$ cat src/rtl/pdn_pkg.sv
package pdn_pkg;
  typedef enum logic [1:0] {
    ST_RUN   = 2'd0,
    ST_ARMED = 2'd1,
    ST_PDOWN = 2'd2,
    ST_WDLY  = 2'd3
  } pdn_state_t;

  // field positions inside the write data byte
  localparam int FB_ARM  = 0;
  localparam int FB_DLY  = 1;
  localparam int FB_IEN  = 2;
  localparam int FB_OSC  = 3;
  localparam int FB_FCLR = 4;
  localparam int WDATA_W = FB_FCLR + 1;
  localparam int CTRL_W  = 4;

  typedef struct packed {
    logic osc;
    logic ien;
    logic dly;
    logic arm;
  } pdn_ctrl_t;
endpackage

$ cat src/rtl/pdn_ctrl_regs.sv
module pdn_ctrl_regs
  import pdn_pkg::*;
(
  input  logic               clk,
  input  logic               rst,
  input  logic               we,
  input  logic               unlock,
  input  logic [WDATA_W-1:0] wdata,
  input  logic               wake_evt,
  output pdn_ctrl_t          ctrl_q,
  output pdn_ctrl_t          ctrl_d,
  output logic               flag_q,
  output logic               flag_d
);
  always_comb begin
    ctrl_d = ctrl_q;
    if (we && unlock) begin
      ctrl_d.arm = wdata[FB_ARM];
      ctrl_d.dly = wdata[FB_DLY];
      ctrl_d.ien = wdata[FB_IEN];
      ctrl_d.osc = wdata[FB_OSC];
    end
    // wake always disarms, over any same-cycle write
    if (wake_evt) ctrl_d.arm = 1'b0;
  end

  always_comb begin
    flag_d = flag_q;
    if (we && wdata[FB_FCLR]) flag_d = 1'b0;
    // a new wake outranks a clear in the same cycle
    if (wake_evt) flag_d = 1'b1;
  end

  always_ff @(posedge clk) begin
    if (rst) begin
      ctrl_q <= '0;
      flag_q <= 1'b0;
    end else begin
      ctrl_q <= ctrl_d;
      flag_q <= flag_d;
    end
  end
endmodule

$ cat src/rtl/pdn_fsm.sv
module pdn_fsm
  import pdn_pkg::*;
#(
  parameter int DLY_CYC = 512
) (
  input  logic       clk,
  input  logic       rst,
  input  logic       arm,
  input  logic       dly_en,
  input  logic       cpu_sleep,
  input  logic       wake_any,
  output pdn_state_t state_d,
  output logic       wake_evt
);
  localparam int CW = (DLY_CYC > 2) ? $clog2(DLY_CYC) : 1;
  localparam logic [CW-1:0] CNT_LAST = CW'(DLY_CYC - 1);

  pdn_state_t    state_q;
  logic [CW-1:0] cnt_q, cnt_d;

  always_comb begin
    state_d  = state_q;
    cnt_d    = cnt_q;
    wake_evt = 1'b0;
    unique case (state_q)
      ST_RUN: begin
        if (arm) state_d = ST_ARMED;
      end
      ST_ARMED: begin
        if (!arm)          state_d = ST_RUN;
        else if (cpu_sleep) state_d = ST_PDOWN;
      end
      ST_PDOWN: begin
        // counter is frozen here; it restarts at zero on the wake edge
        if (wake_any) begin
          wake_evt = 1'b1;
          cnt_d    = '0;
          state_d  = dly_en ? ST_WDLY : ST_RUN;
        end
      end
      ST_WDLY: begin
        if (cnt_q == CNT_LAST) state_d = ST_RUN;
        else                   cnt_d   = cnt_q + 1'b1;
      end
      default: state_d = ST_RUN;
    endcase
  end

  always_ff @(posedge clk) begin
    if (rst) begin
      state_q <= ST_RUN;
      cnt_q   <= '0;
    end else begin
      state_q <= state_d;
      cnt_q   <= cnt_d;
    end
  end
endmodule

$ cat src/rtl/pdn_out_stage.sv
module pdn_out_stage
  import pdn_pkg::*;
(
  input  logic       clk,
  input  logic       rst,
  input  pdn_state_t state_d,
  input  pdn_ctrl_t  ctrl_d,
  input  logic       flag_d,
  output logic       osc_en,
  output logic       pll_pd_req,
  output logic       sysclk_ready,
  output logic       wake_irq
);
  logic in_pd, held;

  always_comb begin
    in_pd = (state_d == ST_PDOWN);
    held  = in_pd || (state_d == ST_WDLY);
  end

  always_ff @(posedge clk) begin
    if (rst) begin
      osc_en       <= 1'b0;
      pll_pd_req   <= 1'b0;
      sysclk_ready <= 1'b1;
      wake_irq     <= 1'b0;
    end else begin
      osc_en       <= ctrl_d.osc && !in_pd;
      pll_pd_req   <= in_pd;
      sysclk_ready <= !held;
      wake_irq     <= flag_d && ctrl_d.ien;
    end
  end
endmodule

$ cat src/rtl/pdn_seq_top.sv
module pdn_seq_top
  import pdn_pkg::*;
#(
  parameter int DLY_CYC = 512,
  parameter int WAKE_W  = 4
) (
  input  logic                 clk,
  input  logic                 rst,
  input  logic                 cfg_we,
  input  logic                 cfg_unlock,
  input  logic [WDATA_W-1:0]   cfg_wdata,
  input  logic                 cpu_sleep,
  input  logic [WAKE_W-1:0]    wake_src,
  output logic                 osc_en,
  output logic                 pll_pd_req,
  output logic                 sysclk_ready,
  output logic                 wake_flag,
  output logic                 wake_irq,
  output logic [CTRL_W-1:0]    ctrl_rd
);
  pdn_ctrl_t  ctrl_q, ctrl_d;
  logic       flag_q, flag_d;
  pdn_state_t state_d;
  logic       wake_evt;
  logic       wake_any;

  assign wake_any = |wake_src;

  pdn_ctrl_regs u_regs (
    .clk      (clk),
    .rst      (rst),
    .we       (cfg_we),
    .unlock   (cfg_unlock),
    .wdata    (cfg_wdata),
    .wake_evt (wake_evt),
    .ctrl_q   (ctrl_q),
    .ctrl_d   (ctrl_d),
    .flag_q   (flag_q),
    .flag_d   (flag_d)
  );

  pdn_fsm #(.DLY_CYC(DLY_CYC)) u_fsm (
    .clk       (clk),
    .rst       (rst),
    .arm       (ctrl_q.arm),
    .dly_en    (ctrl_q.dly),
    .cpu_sleep (cpu_sleep),
    .wake_any  (wake_any),
    .state_d   (state_d),
    .wake_evt  (wake_evt)
  );

  pdn_out_stage u_out (
    .clk          (clk),
    .rst          (rst),
    .state_d      (state_d),
    .ctrl_d       (ctrl_d),
    .flag_d       (flag_d),
    .osc_en       (osc_en),
    .pll_pd_req   (pll_pd_req),
    .sysclk_ready (sysclk_ready),
    .wake_irq     (wake_irq)
  );

  assign wake_flag = flag_q;
  assign ctrl_rd   = ctrl_q;
endmodule

$ cat config.mk
export PLATFORM = sky130hd
export DESIGN_NAME = pdn_seq_top
export DESIGN_NICKNAME = d
export VERILOG_FILES = /design/src/rtl/pdn_pkg.sv /design/src/rtl/pdn_ctrl_regs.sv /design/src/rtl/pdn_fsm.sv /design/src/rtl/pdn_out_stage.sv /design/src/rtl/pdn_seq_top.sv
export SDC_FILE = /design/constraint.sdc
export NUM_CORES = 1
export LEC_CHECK = 0
export ABC_CLOCK_PERIOD_IN_PS = 2400
export BUFFER_PORTS_ARGS = -buffer_cell sky130_fd_sc_hd__buf_2
export CAP_MARGIN = 20
export CORE_UTILIZATION = 30
export DETAILED_ROUTE_END_ITERATION = 12
export HOLD_SLACK_MARGIN = 0.03
export PLACE_DENSITY = 0.56
export SLEW_MARGIN = 5
export SYNTH_ARGS = -nofsm -noshare
export SYNTH_HDL_FRONTEND = slang
export SYNTH_SLANG_ARGS = --single-unit
$ cat constraint.sdc
create_clock -name clk -period 2.4 [get_ports clk]
set_input_delay 0.36 -clock clk [delete_from_list [all_inputs] [get_ports clk]]
set_output_delay 0.36 -clock clk [all_outputs]
set_load 0.01 [all_outputs]
Word level (Yosys, flattened, before mapping) --
Cells that the tools add are included.
Operators by class: muxes and demuxes 15, shifts and indexed selects 0, bitwise operators 0, add/subtract/negate cells 1, reduce and logical (&&, ||, !) cells 12, equal/unequal tests 8, div/mod/pow operators 0, multipliers 0, magnitude comparators 0
Operators with widths (number):
- $mux W9 | 2
- $pmux W9 S2 | 1
- $mux W2 | 6
- $add A9 B1 Y9 const B | 1
- $eq A9 B9 Y1 const B | 1
- $eq A2 B2 Y1 const B | 4
- $pmux W2 S4 | 1
- $logic_and A1 B1 Y1 | 4
- $mux W1 | 4
- $mux W4 | 1
- $reduce_or A4 Y1 | 1
- $reduce_and A3 Y1 | 1
- $eq A2 B1 Y1 const B | 1
- $logic_not A1 Y1 | 2
- $logic_not A2 Y1 | 1
- $ne A2 B1 Y1 const B | 1
- $ne A2 B2 Y1 const B | 1
- $reduce_bool A2 Y1 | 1
- $reduce_or A2 Y1 | 1
- $logic_or A1 B1 Y1 | 1
Storage, ports and cells: bits in read-only memories 0, bits in registers 20, memories kept 0, word-level logic and storage cells 47, memory bits (writable) 0, latch bits 0, input port bits 14, output and inout bits 9

Logic depth before layout (Yosys ltp) --
Gate-level depths: netlist (run 1).
depth after elaboration 6, gate-level depth with buffers 8, mapped depth without buffers 7

By module --
A second synthesis (run 1) with hierarchy kept.
Unflattened totals: cells, all modules 105, area total of the unflattened synthesis 993.5 µm²
By module, submodules not included:
- pdn_fsm | cells each 68, instances 1, area an instance 608.1 µm², sequential area each 220.2 µm²
- pdn_ctrl_regs | cells each 26, instances 1, area an instance 244.0 µm², sequential area each 100.1 µm²
- pdn_out_stage | cells each 10, instances 1, area an instance 133.9 µm², sequential area each 80.1 µm²
- pdn_seq_top | cells each 1, instances 1, area an instance 7.5 µm², sequential area each 0.0 µm²

Worst setup path before layout (run 1) --
No wires, ideal clock.
path type register to register, start reg u_fsm.cnt_q[0], end reg u_fsm.cnt_q[7], stages on the path, launching flop included 8, path slack 0.516 ns, library setup time 0.066 ns, arrival time 1.818 ns, required time 2.334 ns, buffers on the path 0, period minus slack after synthesis 1.884 ns, cell sequence dfxtp_1 > ha_1 > and4_1 > ha_1 > nand2_1 > o211ai_2 > or4_1 > a21oi_2
On the way: word-level cells in the longest chain between the ends 3, elaborated cells on any way between the ends 6, those cells by class add/sub (1); eq/ne (2); mux (2); reduce/logical (1)
Ends and longest elaborated chain:
- start, declared | RTL line pdn_fsm.sv:19 | logic [CW-1:0] cnt_q, cnt_d;
- start signal, assigned | RTL line pdn_fsm.sv:55 | cnt_q <= cnt_d;
- $add A9 B1 Y9 / $eq A9 B9 Y1 (equally long branches) | RTL line pdn_fsm.sv:43, pdn_fsm.sv:42
- $mux W9 / $ne A2 B2 Y1 (equally long branches)
- $pmux W9 S2 / $reduce_and A3 Y1 (equally long branches)
Parallel ways exist; a longest one is shown, timed or not. The select of a mux whose other input is x is not followed. A chain may end at the register's enable or synchronous reset.

Worst setup path in the final report (run 1) --
Ends and elaborated chain as after synthesis.

==> results.sh, run 1 <==
export IMPL_via_count=776
export IMPL_synth_area_leader_cell="dfxtp_1"
export IMPL_die_w_um=57.3
export IMPL_hpwlAfterDp_mm=1.32
export IMPL_nets=138
export IMPL_worstSetupPathType="flip-flop to flip-flop"
export IMPL_yosys_warnings=0
export IMPL_reg2reg_slack_ps=160
export IMPL_worstHoldPathType="primary input to flip-flop"
export IMPL_yosys_top_cells_count="dfxtp_1, nand2_1, a21oi_1, a21oi_2"
export IMPL_drv_slew=0
export IMPL_grt_pass1_vias=716
export IMPL_cp_slowest_stage_delay_ps=590
export IMPL_max_cap_violations=0
export IMPL_finalInstanceArea_um2=1050
export IMPL_clock_path_buffers=2
export IMPL_ys_seq_area_share_pct=43.6
export IMPL_syn_avg_cell_area_um2=9.00
export IMPL_ir_worst_vdd_uv=306
export IMPL_clock_fmax_mhz=447
export IMPL_avgViaCountPerCell=5.11
export IMPL_initial_core_util_pct=32.5
export IMPL_fillers=294
export IMPL_port_buffers=22
export IMPL_worst_slew_pin_slew_ps=484
export IMPL_core_um2=2830
export IMPL_cp_end_kind="flip-flop"
export IMPL_layout_drive_gt1_share_pct=31.4
export IMPL_setup_violations=0
export IMPL_hold_buffers=0
export IMPL_clk_pin_slew_ps=120
export IMPL_place_area_um2=1020
export IMPL_drc_errors=0
export IMPL_drtAntennaViolNets=0
export IMPL_syn_inst=102
export IMPL_async_flop_share_pct=0
export IMPL_critPathBufInv=0
export IMPL_drt_pre_antenna_iters=3
export IMPL_ioPinCount=23
export IMPL_grt_max_degree=14
export IMPL_grt_usage_pct=11.8
export IMPL_n_antenna_cell=0
export IMPL_power_density_nw_per_um2=545
export IMPL_cts_tree="built"
export IMPL_start_kind="flip-flop"
export IMPL_status="completed"
export IMPL_synth_edff_count=0
export IMPL_finalCriticalPeriod_ps=2240
export IMPL_cts_htree_levels=1
export IMPL_crit_slowest_cell="or4_1"
export IMPL_routed_wl_mm=1.74
export IMPL_post_drt_wl_per_cell_um=11.5
export IMPL_cts_made_buffers=3
export IMPL_grt_pass1_wl_mm=3.00
export IMPL_p_leak_nw=0.417
export IMPL_ctsResizeCount=0
export IMPL_cts_root_buf="clkbuf_4"
export IMPL_post_cts_setup_buffer_count=0
export IMPL_ys_top_cells_by_area="dfxtp_1, a21oi_2, nand2_1"
export IMPL_critical_path_top_delay_family="simple AND/OR/NAND/NOR gates"
export IMPL_dieHeight_um=57.3
export IMPL_gp_congestion=0.830
export IMPL_crit_chain="ha_1, and4_1, ha_1, nand2_1, o211ai_2, or4_1, a21oi_2"
export IMPL_yosysUniqueCellTypes=34
export IMPL_antenna_found_initial=0
export IMPL_critPathArrivalTime_ps=2480
export IMPL_synth_nets=118
export IMPL_syn_area_um2=918
export IMPL_seq_area_um2=400
export IMPL_cts_num_sinks=20
export IMPL_synth_most_common_cell="dfxtp_1"
export IMPL_fin_worst_skew_ps=2.92
export IMPL_die_area_um2=3290
export IMPL_multiInputGateArea_um2=460
export IMPL_finalHoldViolations=0
export IMPL_critPathMaxFanout=13
export IMPL_cp_common_cell="ha_1"
export IMPL_synth_ff_type="dfxtp_1"
export IMPL_clock_latency_ps=300
export IMPL_timing_setup_tns_ps=0
export IMPL_synth_top_cell_area_share_pct=43.6
export IMPL_crit_required_ps=2640
export IMPL_gr_total_overflow=0
export IMPL_drt_iter0_markers=18
export IMPL_max_slew_margin_rel_pct=67.6
export IMPL_syn2layout_area_growth_pct=14.7
export IMPL_period_share_pct=93.2
export IMPL_rsz0062_at_grt="no"
export IMPL_ys_ff_latch=20
export IMPL_rows=19
-- logic make-up after synthesis --
| group | count (synthesis) | share of synthesized area, % |
|---|---|---|
| muxes | 1 | 1.09 |
| adders and majority gates | 2 | 2.72 |
| DFF | 20 | 43.6 |
| buffers and inverters | 9 | 6.27 |
| xor gates and xnor gates | 1 | 0.954 |
| AOI/OAI and AO/OA | 24 | 18.3 |
| and+or+nand+nor | 45 | 27.1 |
-- routing by layer --
layer	GRT usage, %	wire, um	vias up
met2	18.7	738	22
li1	-	-	402
met5	0	0	-
met1	14.5	888	350
met3	5.22	101	2
met4	3.48	13	0
-- worst paths after layout --
kind / endpoint / start / cells past startpoint
worst max register to register: u_fsm.cnt_q[7]$_SDFFE_PP0P_ / u_fsm.cnt_q[0]$_SDFFE_PP0P_ / 7
worst min-delay path: u_regs.ctrl_q[1]$_SDFFE_PP0P_ / cfg_wdata[1] / 3
worst max-delay path: u_fsm.cnt_q[7]$_SDFFE_PP0P_ / u_fsm.cnt_q[0]$_SDFFE_PP0P_ / 7
worst min register to register: u_fsm.cnt_q[8]$_SDFFE_PP0P_ / u_fsm.cnt_q[8]$_SDFFE_PP0P_ / 2
-- state kept, by name, indices dropped and copies added, names as in the netlist --
signal and count:
u_fsm.state_q 2, u_out.sysclk_ready 1, u_out.pll_pd_req 1, u_out.wake_irq 1
u_fsm.cnt_q 9, u_out.osc_en 1, u_regs.ctrl_q 4, u_regs.flag_q 1
-- worst register-to-register path: stages (launching register included) --
cell      delay (ps)
dfxtp_1          350
ha_1             240
and4_1           210
ha_1             230
nand2_1          150
o211ai_2         250
or4_1            590
a21oi_2          150
-- layout make-up --
type	count	area share [%]
clock buffers	4	3.44
inverters	2	0.713
multi-input cells	73	43.7
flip-flops and latches	20	38.0
repair buffers	22	10.5
well taps	31	3.68
-- where the power goes --
| part | total (mW) | internal, mW | leakage (nW) | switching (mW) |
|---|---|---|---|---|
| sequential | 0.340 | 0.336 | 0.162 | 0.00381 |
| combinational | 0.0362 | 0.0163 | 0.234 | 0.0199 |
| clock | 0.198 | 0.0925 | 0.0210 | 0.106 |
| total | 0.574 | 0.445 | 0.417 | 0.129 |
-- layout by cell type (no fill, tap or decap), types with 2 or more instances in the layout --
cell	count
nand3_1	5
or4_1	3
a21oi_1	8
and4_1	2
a21oi_2	6
inv_1	2
nor2_1	5
or3_1	2
o21ai_0	4
nand2_1	13
ha_1	2
nor3_1	2
dfxtp_1	20
buf_2	22
nand4_1	3
clkbuf_4	3
o31ai_1	3
-- stage by stage --
step / std cells / setup slack (ps) / utilization [%] / power, mW / hold slack, ps
3_5_place_dp: 148 / 211 / 36.0 / 0.384 / 465
2_1_floorplan: 102 / 516 / - / 0.368 / 436
4_1_cts: 152 / 158 / 37.2 / 0.579 / 303
3_3_place_gp: 148 / 301 / 36.0 / 0.383 / 462
6_report: 152 / 163 / 37.2 / 0.574 / 314
5_1_grt: 152 / 66.0 / 37.2 / 0.601 / 295
Power figures use the tool's default switching activity.
==> run 2: changes to the inputs <==
--- a/config.mk
+++ b/config.mk
@@ -10,6 +10,7 @@
 export CAP_MARGIN = 20
 export CORE_UTILIZATION = 30
 export DETAILED_ROUTE_END_ITERATION = 12
+export GPL_TIMING_DRIVEN = 0
 export HOLD_SLACK_MARGIN = 0.03
 export PLACE_DENSITY = 0.56
 export SLEW_MARGIN = 5
==> run 2 against run 1 <==
Compared with the run above: global-route usage grew 1.0 points; power grew 15%; largest cell class unchanged; sequential share of layout area shrank 2.3 points; register-to-register slack gained 160 ps; clock skew is essentially flat; largest power group unchanged.
==> results.sh, run 2 (synthesis gave the netlist of run 1 again) <==
export IMPL_clock_fmax_mhz=482
export IMPL_power_frac_seq_pct=51.3
export IMPL_syn2layout_area_growth_pct=21.9
export IMPL_hold_buffers=0
export IMPL_cts_htree_levels=1
export IMPL_critPathArrivalTime_ps=2330
export IMPL_pre_cts_ws_ps=341
export IMPL_layout_common_cells="buf_2, dfxtp_1, nand2_1, a21oi_1, a21oi_2"
export IMPL_p_leak_nw=0.457
export IMPL_power_density_nw_per_um2=591
export IMPL_ioPinCount=23
export IMPL_cts_num_sinks=20
export IMPL_fin_ws_ps=324
export IMPL_port_buffers=22
export IMPL_worstSetupPathType="flip-flop to flip-flop"
export IMPL_layout_commonest_cell="buf_2"
export IMPL_period_share_pct=86.5
export IMPL_drtAntennaViolNets=0
export IMPL_gr_total_overflow=0
export IMPL_cts_root_buf="clkbuf_4"
export IMPL_clk_pin_slew_ps=120
export IMPL_rsz0062_at_grt="no"
export IMPL_finalHoldViolations=0
export IMPL_core_um2=2830
export IMPL_via_count=797
export IMPL_grt_pass1_wl_mm=3.13
export IMPL_avgViaCountPerCell=5.01
export IMPL_drt_pre_antenna_iters=4
export IMPL_switching_share_pct=20.5
export IMPL_worst_slew_pin_slew_ps=451
export IMPL_hpwlAfterDp_mm=1.39
export IMPL_post_drt_wl_per_cell_um=11.5
export IMPL_reg_top3="u_fsm.cnt_q (9), u_regs.ctrl_q (4), u_fsm.state_q (2)"
export IMPL_ir_worst_vdd_uv=307
export IMPL_clock_latency_ps=310
export IMPL_fin_util_pct=39.6
export IMPL_drc_errors=0
export IMPL_worstHoldPathType="primary input to flip-flop"
export IMPL_initial_core_util_pct=32.5
export IMPL_critPathMaxFanout=10
export IMPL_drv_slew=0
export IMPL_place_area_um2=1070
export IMPL_drt_iter0_markers=21
export IMPL_p_comb_share_pct=6.3
export IMPL_largest_register_ffs=9
export IMPL_setup_violations=0
export IMPL_timing_setup_tns_ps=0
export IMPL_switching_power_uw=136
export IMPL_status="completed"
export IMPL_worst_hold_slack_ps=297
export IMPL_start_kind="flip-flop"
export IMPL_finalInstanceArea_um2=1120
export IMPL_die_area_um2=3290
export IMPL_cts_tree="built"
export IMPL_grt_pass1_vias=705
export IMPL_antenna_found_initial=0
export IMPL_clock_path_buffers=2
export IMPL_p_int_uw=525
export IMPL_n_antenna_cell=0
export IMPL_crit_required_ps=2660
export IMPL_grt_max_degree=13
export IMPL_finalCriticalPeriod_ps=2080
export IMPL_top_register="u_fsm.cnt_q"
export IMPL_routed_wl_mm=1.82
export IMPL_max_cap_violations=0
export IMPL_dieHeight_um=57.3
export IMPL_rows=19
export IMPL_gp_congestion=0.704
export IMPL_grt_usage_pct=12.8
export IMPL_layout_drive_gt1_share_pct=34.4
export IMPL_die_w_um=57.3
export IMPL_max_slew_margin_rel_pct=70.0
export IMPL_nets=145
export IMPL_ctsResizeCount=0
export IMPL_cp_end_kind="flip-flop"
export IMPL_fin_worst_skew_ps=2.83
export IMPL_cts_made_buffers=3
export IMPL_post_cts_setup_buffer_count=0
export IMPL_pwr_share_clk_pct=42.4
[run 2: power groups by stage]
| stage | Combinational, mW | Clock [mW] | Sequential, mW |
|---|---|---|---|
| floorplan | 0.0211 | 0 | 0.347 |
| global placement | 0.0420 | 0 | 0.346 |
| detailed placement | 0.0426 | 0 | 0.346 |
| CTS | 0.0427 | 0.286 | 0.339 |
| global route | 0.0468 | 0.297 | 0.340 |
| finish | 0.0419 | 0.280 | 0.339 |
[run 2: worst max-delay path: stages, from the launching register on]
cell	delay (ps)
dfxtp_1	360
ha_1	260
and4_1	210
ha_1	220
nand2_1	140
o211ai_2	140
buf_4	190
or3_1	360
a21oi_2	130
[run 2: final timing paths]
kind	from	to	slack (ps)	cells past startpoint
setup / recovery	u_fsm.cnt_q[0]$_SDFFE_PP0P_	u_fsm.cnt_q[6]$_SDFFE_PP0P_	320	8
hold / removal	cfg_wdata[2]	u_regs.ctrl_q[2]$_SDFF_PP0_	300	3
hold reg to reg	u_fsm.cnt_q[8]$_SDFFE_PP0P_	u_fsm.cnt_q[8]$_SDFFE_PP0P_	470	2
setup reg to reg	u_fsm.cnt_q[0]$_SDFFE_PP0P_	u_fsm.cnt_q[6]$_SDFFE_PP0P_	320	8
[run 2: layout make-up]
| type | count | area [um^2] |
|---|---|---|
| Fill cell | 294 | 1710 |
| Multi-Input combinational cell | 73 | 460 |
| Sequential cell | 20 | 400 |
| Timing Repair Buffer | 22 | 110 |
| Buffer | 7 | 50.0 |
| Tap cell | 31 | 38.8 |
| Clock inverter | 1 | 30.0 |
| Clock buffer | 3 | 22.5 |
| Inverter | 2 | 7.51 |
[run 2: through the flow]
step	power [mW]	instances
6_report	0.661	159
3_5_place_dp	0.389	155
5_1_grt	0.684	159
4_1_cts	0.668	159
3_3_place_gp	0.388	155
2_1_floorplan	0.368	102
[run 2: routing by layer]
layer / track usage [%] / wire length [um] / vias up
met5: 0 / 0 / -
met4: 6.27 / 31 / 0
met3: 5.22 / 117 / 4
met2: 20.8 / 811 / 21
met1: 14.6 / 862 / 357
li1: - / - / 415
==> run 3: changes to the inputs <==
--- a/config.mk
+++ b/config.mk
@@ -7,7 +7,7 @@
 export LEC_CHECK = 0
 export ABC_CLOCK_PERIOD_IN_PS = 2400
 export BUFFER_PORTS_ARGS = -buffer_cell sky130_fd_sc_hd__buf_2
-export CAP_MARGIN = 20
+export CORE_ASPECT_RATIO = 0.8
 export CORE_UTILIZATION = 30
 export DETAILED_ROUTE_END_ITERATION = 12
 export GPL_TIMING_DRIVEN = 0
==> run 3 against run 2 <==
Compared with the run above: clock skew is essentially flat; highest routed layer unchanged; largest cell class unchanged; die area is essentially flat; sequential power is essentially flat; first-iteration DRC count shrank 48%; global-route usage grew 0.35 points; count of clock-buffer cells in the layout is the same; critical path depth shrank 1; critical endpoint is now u_fsm.cnt_q[7]$_SDFFE_PP0P_; worst setup slack gained 1.7 ps; combinational power grew 1%.
==> results.sh, run 3 (synthesis gave the netlist of run 1 again) <==
export IMPL_status="completed"
export IMPL_cts_made_buffers=3
export IMPL_n_antenna_cell=0
export IMPL_p_comb_share_pct=7.1
export IMPL_dp_cells=162
export IMPL_timing_setup_tns_ps=0
export IMPL_p_int_uw=468
export IMPL_fin_cells=165
export IMPL_max_slew_margin_rel_pct=67.9
export IMPL_clock_path_buffers=2
export IMPL_drv_slew=0
export IMPL_grt_pass1_wl_mm=3.26
export IMPL_gr_total_overflow=0
export IMPL_hold_buffers=0
export IMPL_avgViaCountPerCell=4.68
export IMPL_port_buffers=22
export IMPL_routed_wl_mm=1.82
export IMPL_antenna_found_initial=0
export IMPL_hold_end="u_regs.ctrl_q[2]$_SDFF_PP0_"
export IMPL_power_frac_seq_pct=56.9
export IMPL_seq_area_um2=400
export IMPL_worstHoldPathType="primary input to flip-flop"
export IMPL_ioPinCount=23
export IMPL_min_from="cfg_wdata[2]"
export IMPL_drc_errors=0
export IMPL_die_area_um2=3290
export IMPL_layout_commonest_cell="buf_2"
export IMPL_ir_worst_vdd_uv=416
export IMPL_rsz0062_at_grt="no"
export IMPL_clock_fmax_mhz=482
export IMPL_reg_top3="u_fsm.cnt_q (9), u_regs.ctrl_q (4), u_fsm.state_q (2)"
export IMPL_fillers=287
export IMPL_top_register="u_fsm.cnt_q"
export IMPL_layout_drive_gt1_share_pct=33.9
export IMPL_max_cap_violations=0
export IMPL_pwr_share_clk_pct=36.0
export IMPL_critPathArrivalTime_ps=2270
export IMPL_reg2reg_to="u_fsm.cnt_q[7]$_SDFFE_PP0P_"
export IMPL_hold_depth=3
export IMPL_layout_common_cells="buf_2, dfxtp_1, nand2_1, a21oi_1, a21oi_2"
export IMPL_reg2reg_slack_ps=330
export IMPL_fin_ws_ps=326
export IMPL_initial_core_util_pct=32.5
export IMPL_worstSetupPathType="flip-flop to flip-flop"
export IMPL_nets=145
export IMPL_setup_violations=0
export IMPL_drt_pre_antenna_iters=4
export IMPL_reg2reg_depth=7
export IMPL_period_share_pct=86.4
export IMPL_multiInputGateArea_um2=460
export IMPL_power_uw=595
export IMPL_finalCriticalPeriod_ps=2070
export IMPL_grt_pass1_vias=756
export IMPL_core_um2=2830
export IMPL_cts_htree_levels=1
export IMPL_clk_pin_slew_ps=70
export IMPL_fin_worst_skew_ps=2.53
export IMPL_grt_usage_pct=13.2
export IMPL_critPathMaxFanout=4
export IMPL_syn2layout_area_growth_pct=21.7
export IMPL_gp_congestion=0.771
export IMPL_hpwlAfterDp_mm=1.40
export IMPL_via_count=773
export IMPL_cp_end_kind="flip-flop"
export IMPL_switching_share_pct=21.4
export IMPL_post_drt_wl_per_cell_um=11.0
export IMPL_cts_tree="built"
export IMPL_post_cts_setup_buffer_count=0
export IMPL_cts_root_buf="clkbuf_8"
export IMPL_ctsResizeCount=0
export IMPL_drt_iter0_markers=11
export IMPL_start_kind="flip-flop"
export IMPL_worst_hold_slack_ps=360
export IMPL_grt_max_degree=11
export IMPL_finalHoldViolations=0
export IMPL_largest_register_ffs=9
export IMPL_clock_latency_ps=250
export IMPL_die_w_um=63.9
export IMPL_switching_power_uw=127
export IMPL_crit_required_ps=2590
export IMPL_drtAntennaViolNets=0
export IMPL_rows=17
export IMPL_cts_num_sinks=20
export IMPL_dieHeight_um=51.5
export IMPL_power_density_nw_per_um2=533
export IMPL_worst_slew_pin_slew_ps=482
export IMPL_p_leak_nw=0.450
export IMPL_reg2reg_from="u_fsm.cnt_q[0]$_SDFFE_PP0P_"
export IMPL_pre_cts_ws_ps=334
==> run 3: cell types whose count changed in the layout (fill, tap and decap cells not counted), sizes merged <==
cell	previous run	this run
bufinv	1	0
==> run 3: critical path: stages, from the launching register on <==
cell and delay, ps:
dfxtp_1 340, ha_1 250, and4_1 220, ha_1 220, nand2_1 140, o211ai_2 150, or4_1 550, a21oi_2 150
==> run 3: how the worst max path moves through the flow <==
stage,startpoint,endpoint,slack [ps],depth (start not counted)
final,u_fsm.cnt_q[0]$_SDFFE_PP0P_,u_fsm.cnt_q[7]$_SDFFE_PP0P_,330,7
after global routing,u_fsm.cnt_q[0]$_SDFFE_PP0P_,u_fsm.cnt_q[6]$_SDFFE_PP0P_,190,8
after CTS,u_fsm.cnt_q[0]$_SDFFE_PP0P_,u_fsm.cnt_q[7]$_SDFFE_PP0P_,310,7
after detailed placement,u_fsm.cnt_q[0]$_SDFFE_PP0P_,u_fsm.cnt_q[7]$_SDFFE_PP0P_,330,7
after global placement,u_fsm.cnt_q[0]$_SDFFE_PP0P_,u_fsm.cnt_q[4]$_SDFFE_PP0P_,370,8
after floorplan,u_fsm.cnt_q[0]$_SDFFE_PP0P_,u_fsm.cnt_q[7]$_SDFFE_PP0P_,520,7
==> run 3: power by group through the flow <==
stage                     combinational, mW  clock (mW)  sequential, mW
after floorplan                      0.0211           0           0.347
after global placement               0.0424           0           0.346
after detailed placement             0.0429           0           0.346
after CTS                            0.0430       0.223           0.339
after global routing                 0.0471       0.237           0.339
final                                0.0425       0.214           0.339
==> run 3: stage by stage <==
stage,instance area [um^2],utilization [%]
after floorplan,918,-
after global placement,1080,38.0
after detailed placement,1080,38.0
after CTS,1120,39.5
after global routing,1120,39.5
final,1120,39.5
==> run 3: final cells by class <==
class                      instances  area share, %
buffer                             7           4.48
inverter                           2          0.672
clock buffer                       3           3.70
sequential                        20           35.8
timing repair buffer              22           9.85
multi-input combinational         73           41.2
tap                               38           4.26
==> run 3: layer usage <==
metal | vias to the layer above | part of all wire, % | track usage [%]
li1 | 417 | - | -
met1 | 345 | 52 | 16.2
met2 | 9 | 43 | 21.6
met3 | 2 | 4.5 | 4.91
met4 | 0 | 0.49 | 3.41
met5 | - | 0 | 0
